`config.mk`:
```
export PLATFORM = sky130hd
export DESIGN_NAME = hs_seq_ctrl
export DESIGN_NICKNAME = d
export VERILOG_FILES = /design/src/rtl/hs_seq_pkg.sv /design/src/rtl/hs_seq_fsm.sv /design/src/rtl/hs_seq_outs.sv /design/src/rtl/hs_seq_ctrl.sv
export SDC_FILE = /design/constraint.sdc
export NUM_CORES = 1
export LEC_CHECK = 0
export BUFFER_PORTS_ARGS = -buffer_cell sky130_fd_sc_hd__buf_2
export CAP_MARGIN = 20
export CELL_PAD_IN_SITES_DETAIL_PLACEMENT = 0
export CELL_PAD_IN_SITES_GLOBAL_PLACEMENT = 1
export CORE_AREA = 2 2 39 41
export CTS_CLUSTER_SIZE = 14
export DETAILED_ROUTE_END_ITERATION = 10
export DIE_AREA = 0 0 41 43
export PLACE_DENSITY = 0.58
export SLEW_MARGIN = 20
export SYNTH_ARGS = -nofsm -noshare
export SYNTH_HDL_FRONTEND = slang
export SYNTH_SLANG_ARGS = --single-unit
```
`constraint.sdc`:
```
create_clock -name clk -period 1.6 [get_ports clk]
set_clock_uncertainty 0.1 [all_clocks]
set_input_delay 0.16 -clock clk [delete_from_list [all_inputs] [get_ports clk]]
set_output_delay 0.16 -clock clk [all_outputs]
set_load 0.1 [all_outputs]
```
`src/rtl/hs_seq_pkg.sv`:
```
package hs_seq_pkg;

    typedef enum logic [2:0] {
        ST_IDLE         = 3'd0,
        ST_FIRST_RAISE  = 3'd1,
        ST_FIRST_DROP   = 3'd2,
        ST_SECOND_RAISE = 3'd3,
        ST_PARENT_ACK   = 3'd4,
        ST_SECOND_DROP  = 3'd5
    } seq_state_e;

endpackage

```
`src/rtl/hs_seq_fsm.sv`:
```
module hs_seq_fsm
    import hs_seq_pkg::*;
(
    input  logic       clk,
    input  logic       rst,
    input  logic       p_req,
    input  logic       s1_ack,
    input  logic       s2_ack,
    output seq_state_e state_nx
);

    seq_state_e state_q;

    always_ff @(posedge clk) begin
        if (rst) state_q <= ST_IDLE;
        else     state_q <= state_nx;
    end

    always_comb begin
        state_nx = state_q;
        if (rst) begin
            state_nx = ST_IDLE;
        end else begin
            unique case (state_q)
                ST_IDLE:         if (p_req)   state_nx = ST_FIRST_RAISE;
                ST_FIRST_RAISE:  if (s1_ack)  state_nx = ST_FIRST_DROP;
                ST_FIRST_DROP:   if (!s1_ack) state_nx = ST_SECOND_RAISE;
                ST_SECOND_RAISE: if (s2_ack)  state_nx = ST_PARENT_ACK;
                ST_PARENT_ACK:   if (!p_req)  state_nx = ST_SECOND_DROP;
                ST_SECOND_DROP:  if (!s2_ack) state_nx = ST_IDLE;
                default:                      state_nx = ST_IDLE;
            endcase
        end
    end

endmodule

```
`src/rtl/hs_seq_outs.sv`:
```
module hs_seq_outs
    import hs_seq_pkg::*;
(
    input  logic       clk,
    input  logic       rst,
    input  seq_state_e state_nx,
    output logic       p_ack,
    output logic       s1_req,
    output logic       s2_req
);

    logic p_ack_d, s1_req_d, s2_req_d;

    always_comb begin
        p_ack_d  = 1'b0;
        s1_req_d = 1'b0;
        s2_req_d = 1'b0;
        unique case (state_nx)
            ST_IDLE:         ;
            ST_FIRST_RAISE:  s1_req_d = 1'b1;
            ST_FIRST_DROP:   ;
            ST_SECOND_RAISE: s2_req_d = 1'b1;
            ST_PARENT_ACK: begin
                s2_req_d = 1'b1;
                p_ack_d  = 1'b1;
            end
            ST_SECOND_DROP:  p_ack_d = 1'b1;
            default:         ;
        endcase
    end

    always_ff @(posedge clk) begin
        if (rst) begin
            p_ack  <= 1'b0;
            s1_req <= 1'b0;
            s2_req <= 1'b0;
        end else begin
            p_ack  <= p_ack_d;
            s1_req <= s1_req_d;
            s2_req <= s2_req_d;
        end
    end

endmodule

```
`src/rtl/hs_seq_ctrl.sv`:
```
module hs_seq_ctrl
    import hs_seq_pkg::*;
(
    input  logic clk,
    input  logic rst,
    input  logic p_req,
    output logic p_ack,
    output logic s1_req,
    input  logic s1_ack,
    output logic s2_req,
    input  logic s2_ack
);

    seq_state_e state_nx;

    hs_seq_fsm u_fsm (
        .clk      (clk),
        .rst      (rst),
        .p_req    (p_req),
        .s1_ack   (s1_ack),
        .s2_ack   (s2_ack),
        .state_nx (state_nx)
    );

    hs_seq_outs u_outs (
        .clk      (clk),
        .rst      (rst),
        .state_nx (state_nx),
        .p_ack    (p_ack),
        .s1_req   (s1_req),
        .s2_req   (s2_req)
    );


    reset_low_chk: assert property (@(posedge clk)
        $past(rst) |-> (!p_ack && !s1_req && !s2_req));


    first_start_chk: assert property (@(posedge clk) disable iff (rst)
        $rose(s1_req) |-> $past(p_req));


    first_release_chk: assert property (@(posedge clk) disable iff (rst)
        $fell(s1_req) |-> $past(s1_ack));


    second_start_chk: assert property (@(posedge clk) disable iff (rst)
        $rose(s2_req) |-> $past(!s1_ack));


    no_overlap_chk: assert property (@(posedge clk) disable iff (rst)
        !(s1_req && s2_req));


    parent_ack_chk: assert property (@(posedge clk) disable iff (rst)
        $rose(p_ack) |-> ($past(s2_ack) && s2_req));


    second_release_chk: assert property (@(posedge clk) disable iff (rst)
        $fell(s2_req) |-> ($past(!p_req) && p_ack));


    parent_release_chk: assert property (@(posedge clk) disable iff (rst)
        $fell(p_ack) |-> ($past(!s2_ack) && !s2_req));

endmodule

```
==> results of run 1 <==
==> flip-flops by register name (all words and copies together) (netlist names) <==
register / cells
u_fsm.state_q: 3
u_outs.p_ack: 1
u_outs.s1_req: 1
u_outs.s2_req: 1
==> cell families (layout without fill, tap and decap cells) <==
logic type | after synthesis | in the layout | synth area share
and+or+nand+nor | 12 | 12 | 0.306
AOI/OAI and AO/OA | 7 | 7 | 0.170
DFF | 6 | 6 | 0.466
buffers and inverters | 4 | 14 | 0.0582
==> through the flow <==
step	setup WS (ns)	util	hold slack (ns)	instance area, sq um	total power, mW
floorplan	0.384	-	0.254	258	0.240
global placement	0.277	0.226	0.412	313	0.259
detailed placement	0.288	0.226	0.406	313	0.257
CTS	0.277	0.242	0.152	335	0.396
global route	0.224	0.242	0.175	335	0.410
finish	0.298	0.242	0.160	335	0.384
==> synth_stat cells <==
| cell | n | share of area |
|---|---|---|
| nand2_1 | 2 | 0.029 |
| a21o_1 | 1 | 0.029 |
| nor4b_4 | 1 | 0.092 |
| nor2_1 | 5 | 0.073 |
| o21ai_0 | 2 | 0.039 |
| nor3b_1 | 1 | 0.029 |
| or2_4 | 1 | 0.034 |
| dfxtp_1 | 6 | 0.47 |
| o2111ai_1 | 1 | 0.034 |
| inv_1 | 4 | 0.058 |
| o21bai_1 | 1 | 0.029 |
| a21oi_1 | 2 | 0.039 |
| nand2b_1 | 2 | 0.049 |
==> layer usage <==
layer | wire length (microns) | vias up | global-route usage | part of all wire
met5 | 0 | - | 0 | 0
met4 | 12 | 0 | 0.0800 | 0.026
met3 | 36 | 2 | 0.0471 | 0.078
met2 | 194 | 5 | 0.0938 | 0.42
met1 | 218 | 84 | 0.0737 | 0.47
li1 | - | 115 | - | -
==> final cells by class <==
| cell class | instances | area [sq um] | area share |
|---|---|---|---|
| clock buffer | 3 | 22.5 | 0.0672 |
| inverter | 4 | 15.0 | 0.0448 |
| timing repair buffer | 7 | 35.0 | 0.104 |
| sequential | 6 | 120 | 0.358 |
| tap | 16 | 20.0 | 0.0597 |
| multi-input combinational | 19 | 123 | 0.366 |
==> final timing paths <==
kind              cells after the start                     endpoint  slack (ns)                   startpoint
setup / recovery                      4     u_outs.s2_req$_SDFF_PP0_        0.30  u_fsm.state_q[2]$_SDFF_PP0_
hold / removal                        3  u_fsm.state_q[1]$_SDFF_PP0_        0.16                          rst
setup reg to reg                      4     u_outs.s2_req$_SDFF_PP0_        0.30  u_fsm.state_q[2]$_SDFF_PP0_
hold reg to reg                       1     u_outs.s1_req$_SDFF_PP0_        0.46  u_fsm.state_q[1]$_SDFF_PP0_
==> worst min-delay path, stage by stage <==
cell and delay (ns):
buf_2 0.11, or2_4 0.13, nor2_1 0.04
==> power by group through the flow <==
stage | logic, mW | registers, mW | clock network (mW)
after CTS | 0.0829 | 0.172 | 0.140
final | 0.0819 | 0.172 | 0.130
after floorplan | 0.0312 | 0.209 | 0
after global routing | 0.0881 | 0.174 | 0.148
after global placement | 0.0834 | 0.175 | 0
after detailed placement | 0.0826 | 0.175 | 0
==> impl_metrics.yaml, run 1 <==
power_and_ir_drop:
  ir_drop_mv: 0.318
  leakage_nw: 0.186
  internal_power_mw: 0.272
  power_frac_seq: 0.449
  switching_share: 0.293
  p_switching_mw: 0.113
  p_per_area_nw_per_um2: 1150
  power_frac_comb: 0.213
  p_clk_frac: 0.338
final_layout:
  layout_commonest_cell: "buf_2"
  area_growth_pct: 30.1
  drive_above_1_share: 0.308
  nFillCells: 152
  nNetsFinal: 46
  final_cell_mix: "buf_2, dfxtp_1, nor2_1, inv_1, clkbuf_4"
  diodes: 0
  layoutNonFillerInstCount: 55
route:
  drtIter0Drc: 3
  route.detailed.drc: 0
  first_pass_iters: 2
  wl_per_cell_microns: 8.38
  routed_wl_microns: 461
  num_vias: 206
  viasPerCell: 3.75
  final_antenna_net_count: 0
timing:
  setup_tns_ns: 0
  rsz0062_at_grt: "false"
  fmax_mhz: 768
  hold_violations: 0
  fin_crit_sh: 0.814
  max_slew_margin: 0.679
  finalSetupViolations: 0
  fin_crit_ns: 1.30
  worstMarginPinSlew_ns: 0.484
  finalMaxSlewViolations: 0
worst_setup_path:
  required_ns: 1.61
  worstSetupStartpointType: "flop"
  slowest_stage: "dfxtp_1"
  cp_top_family: "simple AND/OR/NAND/NOR gates"
  max_stage_delay_ns: 0.33
  end_kind: "flop"
  critPathMaxFanout: 4
  crit_arrival_ns: 1.31
  cp_num_buf_inv: 0
  crit_path_cell_trace: "or2_4 > nor4b_4 > a21o_1 > o21ai_0"
  path_class: "reg2reg"
clocking:
  cts_buffer_depth: 2
  cts_setup_buffers: 0
  cts_buffers: 3
  clkTransAtPathRegs_ns: 0.04
  cts_sinks: 6
  cts-root-buf: "clkbuf_4"
  cts_resized: 0
  ctsHtreeMaxLevel: 1
  clock_latency_ns: 0.23
  cts_tree: "built"
  hold_buffers: 0
placement:
  dp_cells: 52
  hpwl_microns: 382
  place.gp.congestion: 0.604
  port_buffers: 7
die:
  die_area_sq_um: 1760
  die_x_microns: 41
  rows: 14
  dieHeight_microns: 43
  coreArea_sq_um: 1380
  start_util: 0.186
  boundaryPins: 8
outcome:
  status: "finished clean"
hold_path:
  hp-class: "in2reg"
yosys:
  syn-num-nets: 34
  netlist_instances: 29
  synth_warnings: 0
  synth.avg_cell_area_sq_um: 8.89
  synth-seq-cells: 6
  synth_cell_types: 13
  syn_area_sq_um: 258
  ys_seq_area_frac: 0.466
global_routing:
  grt_pass1_wl_microns: 786
  grt_pass1_vias: 207
  antenna_found_initial: 0
  grt_max_degree: 7
  gr-total-overflow: 0
  grtUsageTotal: 0.0742
flow_run:
  drv_cap: 0
Note: power is estimated with default switching activity, not from simulation.
==> run 2: changes to the inputs <==
--- a/config.mk
+++ b/config.mk
@@ -5,6 +5,7 @@
 export SDC_FILE = /design/constraint.sdc
 export NUM_CORES = 1
 export LEC_CHECK = 0
+export ABC_AREA = 1
 export BUFFER_PORTS_ARGS = -buffer_cell sky130_fd_sc_hd__buf_2
 export CAP_MARGIN = 20
 export CELL_PAD_IN_SITES_DETAIL_PLACEMENT = 0
@@ -13,7 +14,7 @@
 export CTS_CLUSTER_SIZE = 14
 export DETAILED_ROUTE_END_ITERATION = 10
 export DIE_AREA = 0 0 41 43
-export PLACE_DENSITY = 0.58
+export PLACE_DENSITY = 0.64
 export SLEW_MARGIN = 20
 export SYNTH_ARGS = -nofsm -noshare
 export SYNTH_HDL_FRONTEND = slang
==> constraint.sdc (replaced) <==
create_clock -name clk -period 1.3 [get_ports clk]
set_clock_uncertainty 0.1 [all_clocks]
set_input_delay 0.13 -clock clk [delete_from_list [all_inputs] [get_ports clk]]
set_output_delay 0.13 -clock clk [all_outputs]
set_load 0.1 [all_outputs]
==> run 2 against run 1 <==
Compared with the run above: sequential share of layout area down 3.0 points; final cell count up 27%; count of clock-buffer cells in the layout unchanged; wire length up 19%; utilization up 3.6 points; critical path depth down 3; synthesized cell count up 48%; combinational power up 60%.
==> impl_metrics.yaml, run 2 <==
global_routing:
  grt_pass1_vias: 268
  antenna_found_initial: 0
  grtUsageTotal: 0.0876
  grt_max_degree: 8
  gr-total-overflow: 0
  grt_pass1_wl_microns: 979
die:
  coreArea_sq_um: 1380
  rows: 14
  die_x_microns: 41
  start_util: 0.211
  dieHeight_microns: 43
  die_area_sq_um: 1760
  boundaryPins: 8
clocking:
  clock_latency_ns: 0.24
  cts_tree: "built"
  cts_sinks: 6
  cts_buffer_depth: 2
  cts-root-buf: "clkbuf_4"
  cts_buffers: 3
  clkTransAtPathRegs_ns: 0.04
  ctsHtreeMaxLevel: 1
  hold_buffers: 0
timing:
  hold_violations: 0
  worstMarginPinSlew_ns: 0.484
  fin_crit_sh: 0.906
  fmax_mhz: 849
  max_slew_margin: 0.680
  rsz0062_at_grt: "false"
  finalSetupViolations: 0
  setup_tns_ns: 0
  finalMaxSlewViolations: 0
  fin_crit_ns: 1.18
yosys:
  ys_seq_area_frac: 0.412
  synth_top_family_by_area: "simple AND/OR/NAND/NOR gates"
  synth_area_leaders: "dfxtp_1, nand3_1, nand2_1"
  synth_cell_types: 13
  synth_top_flop_cell: "dfxtp_1"
  synthAdderAreaFrac: 0
  synth-edff-count: 0
  yosys.area_share.xor_xnor: 0
  synth-compound-area-share: 0.0343
  synthTopCellsByCount: "nand2_1, nand3_1, dfxtp_1, inv_1, nor2_1"
  synth_top_area_share: 0.412
  netlist_instances: 43
  synth-seq-cells: 6
  synth.avg_cell_area_sq_um: 6.78
  syn-num-nets: 48
  yosysMostFrequentCell: "nand2_1"
  synth_warnings: 0
  synth_mux_area_frac: 0
  syn_area_sq_um: 292
  async_reset_ff_frac: 0
  synthSimpleGateAreaFrac: 0.451
  yosysTopAreaCell: "dfxtp_1"
final_layout:
  drive_above_1_share: 0.389
  largest_reg_flops: 3
  final_cell_mix: "nand2_1, nand3_1, buf_2, inv_1"
  nFillCells: 158
  nNetsFinal: 61
  layout_commonest_cell: "nand2_1"
  finish.utilization: 0.278
  diodes: 0
  area_growth_pct: 32.2
  regMostFlops: "u_fsm.state_q"
power_and_ir_drop:
  switching_share: 0.332
  power_frac_comb: 0.258
  ir_drop_mv: 0.459
  p_per_area_nw_per_um2: 1320
  power_frac_seq: 0.421
  leakage_nw: 0.194
  p_clk_frac: 0.321
  internal_power_mw: 0.340
  p_switching_mw: 0.169
worst_setup_path:
  crit_path_cell_trace: "buf_2"
  cp_num_buf_inv: 1
  path_class: "reg2out"
  critPathMaxFanout: 1
  crit_arrival_ns: 0.95
  slowest_stage: "buf_2"
  required_ns: 1.07
  worstSetupStartpointType: "flop"
  cp_top_family: "buffers and inverters"
  max_stage_delay_ns: 0.41
  end_kind: "output pin"
route:
  wl_per_cell_microns: 7.83
  drtIter0Drc: 4
  first_pass_iters: 3
  final_antenna_net_count: 0
  num_vias: 293
  route.detailed.drc: 0
  routed_wl_microns: 548
  viasPerCell: 4.19
hold_path:
  hp-class: "in2reg"
outcome:
  status: "finished clean"
placement:
  place.gp.congestion: 0.677
  port_buffers: 7
  hpwl_microns: 447
flow_run:
  drv_cap: 0
run 2: cell type report:
| type | count | area (sq um) | area share |
|---|---|---|---|
| Timing Repair Buffer | 8 | 42.5 | 0.110 |
| Tap cell | 16 | 20.0 | 0.0519 |
| Inverter | 8 | 30.0 | 0.0779 |
| Multi-Input combinational cell | 29 | 144 | 0.373 |
| Clock buffer | 3 | 22.5 | 0.0584 |
| Sequential cell | 6 | 126 | 0.328 |
run 2: through the flow:
step / std cells / hold slack, ns / power, mW / cell area, sq um / worst slack, ns
finish: 70 / 0.0932 / 0.509 / 385 / 0.122
global route: 70 / 0.135 / 0.544 / 385 / 0.00180
CTS: 70 / 0.106 / 0.519 / 377 / 0.0370
detailed placement: 67 / 0.361 / 0.347 / 354 / 0.0470
global placement: 67 / 0.358 / 0.348 / 354 / 0.0214
floorplan: 43 / 0.239 / 0.319 / 292 / 0.161
run 2: cells by family after synthesis:
group | count (synthesis)
AND/OR/NAND/NOR | 27
buffers and inverters | 8
flip-flops | 6
AO/OA/AOI/OAI | 2
run 2: per-layer routing:
metal	share of wire	GRT usage	up-vias	wire length, microns
met2	0.50	0.109	5	274
met5	0	0	-	0
li1	-	-	162	-
met4	0	0.0800	0	0
met3	0.031	0.0471	0	17
met1	0.47	0.101	126	256
run 2: power groups by stage:
stage	logic, mW	registers (mW)	clock network (mW)
floorplan	0.0514	0.268	0
global placement	0.131	0.217	0
detailed placement	0.131	0.216	0
CTS	0.132	0.213	0.174
global route	0.146	0.216	0.182
finish	0.131	0.215	0.163
run 2: path summary, 6_finish.rpt:
path | start | endpoint | slack, ns | depth (start not counted)
max | u_outs.s2_req$_SDFF_PP0_ | s2_req | 0.12 | 1
min | rst | u_fsm.state_q[1]$_SDFF_PP0_ | 0.09 | 4
max reg2reg | u_fsm.state_q[0]$_SDFF_PP0_ | u_outs.s2_req$_SDFF_PP0_ | 0.13 | 6
min reg2reg | u_fsm.state_q[2]$_SDFF_PP0_ | u_fsm.state_q[2]$_SDFF_PP0_ | 0.42 | 2
run 2: worst min-delay path, stage by stage:
cell and delay (ns):
buf_2 0.08, inv_1 0.07, nand2_1 0.08, inv_1 0.04
run 2: what timing repair did:
| item | 4_1_cts | 5_1_grt |
|---|---|---|
| endpoints found under the setup margin | 0 | 3 |
| buffers inserted | 0 | 0 |
| gates resized for setup | 0 | 5 |
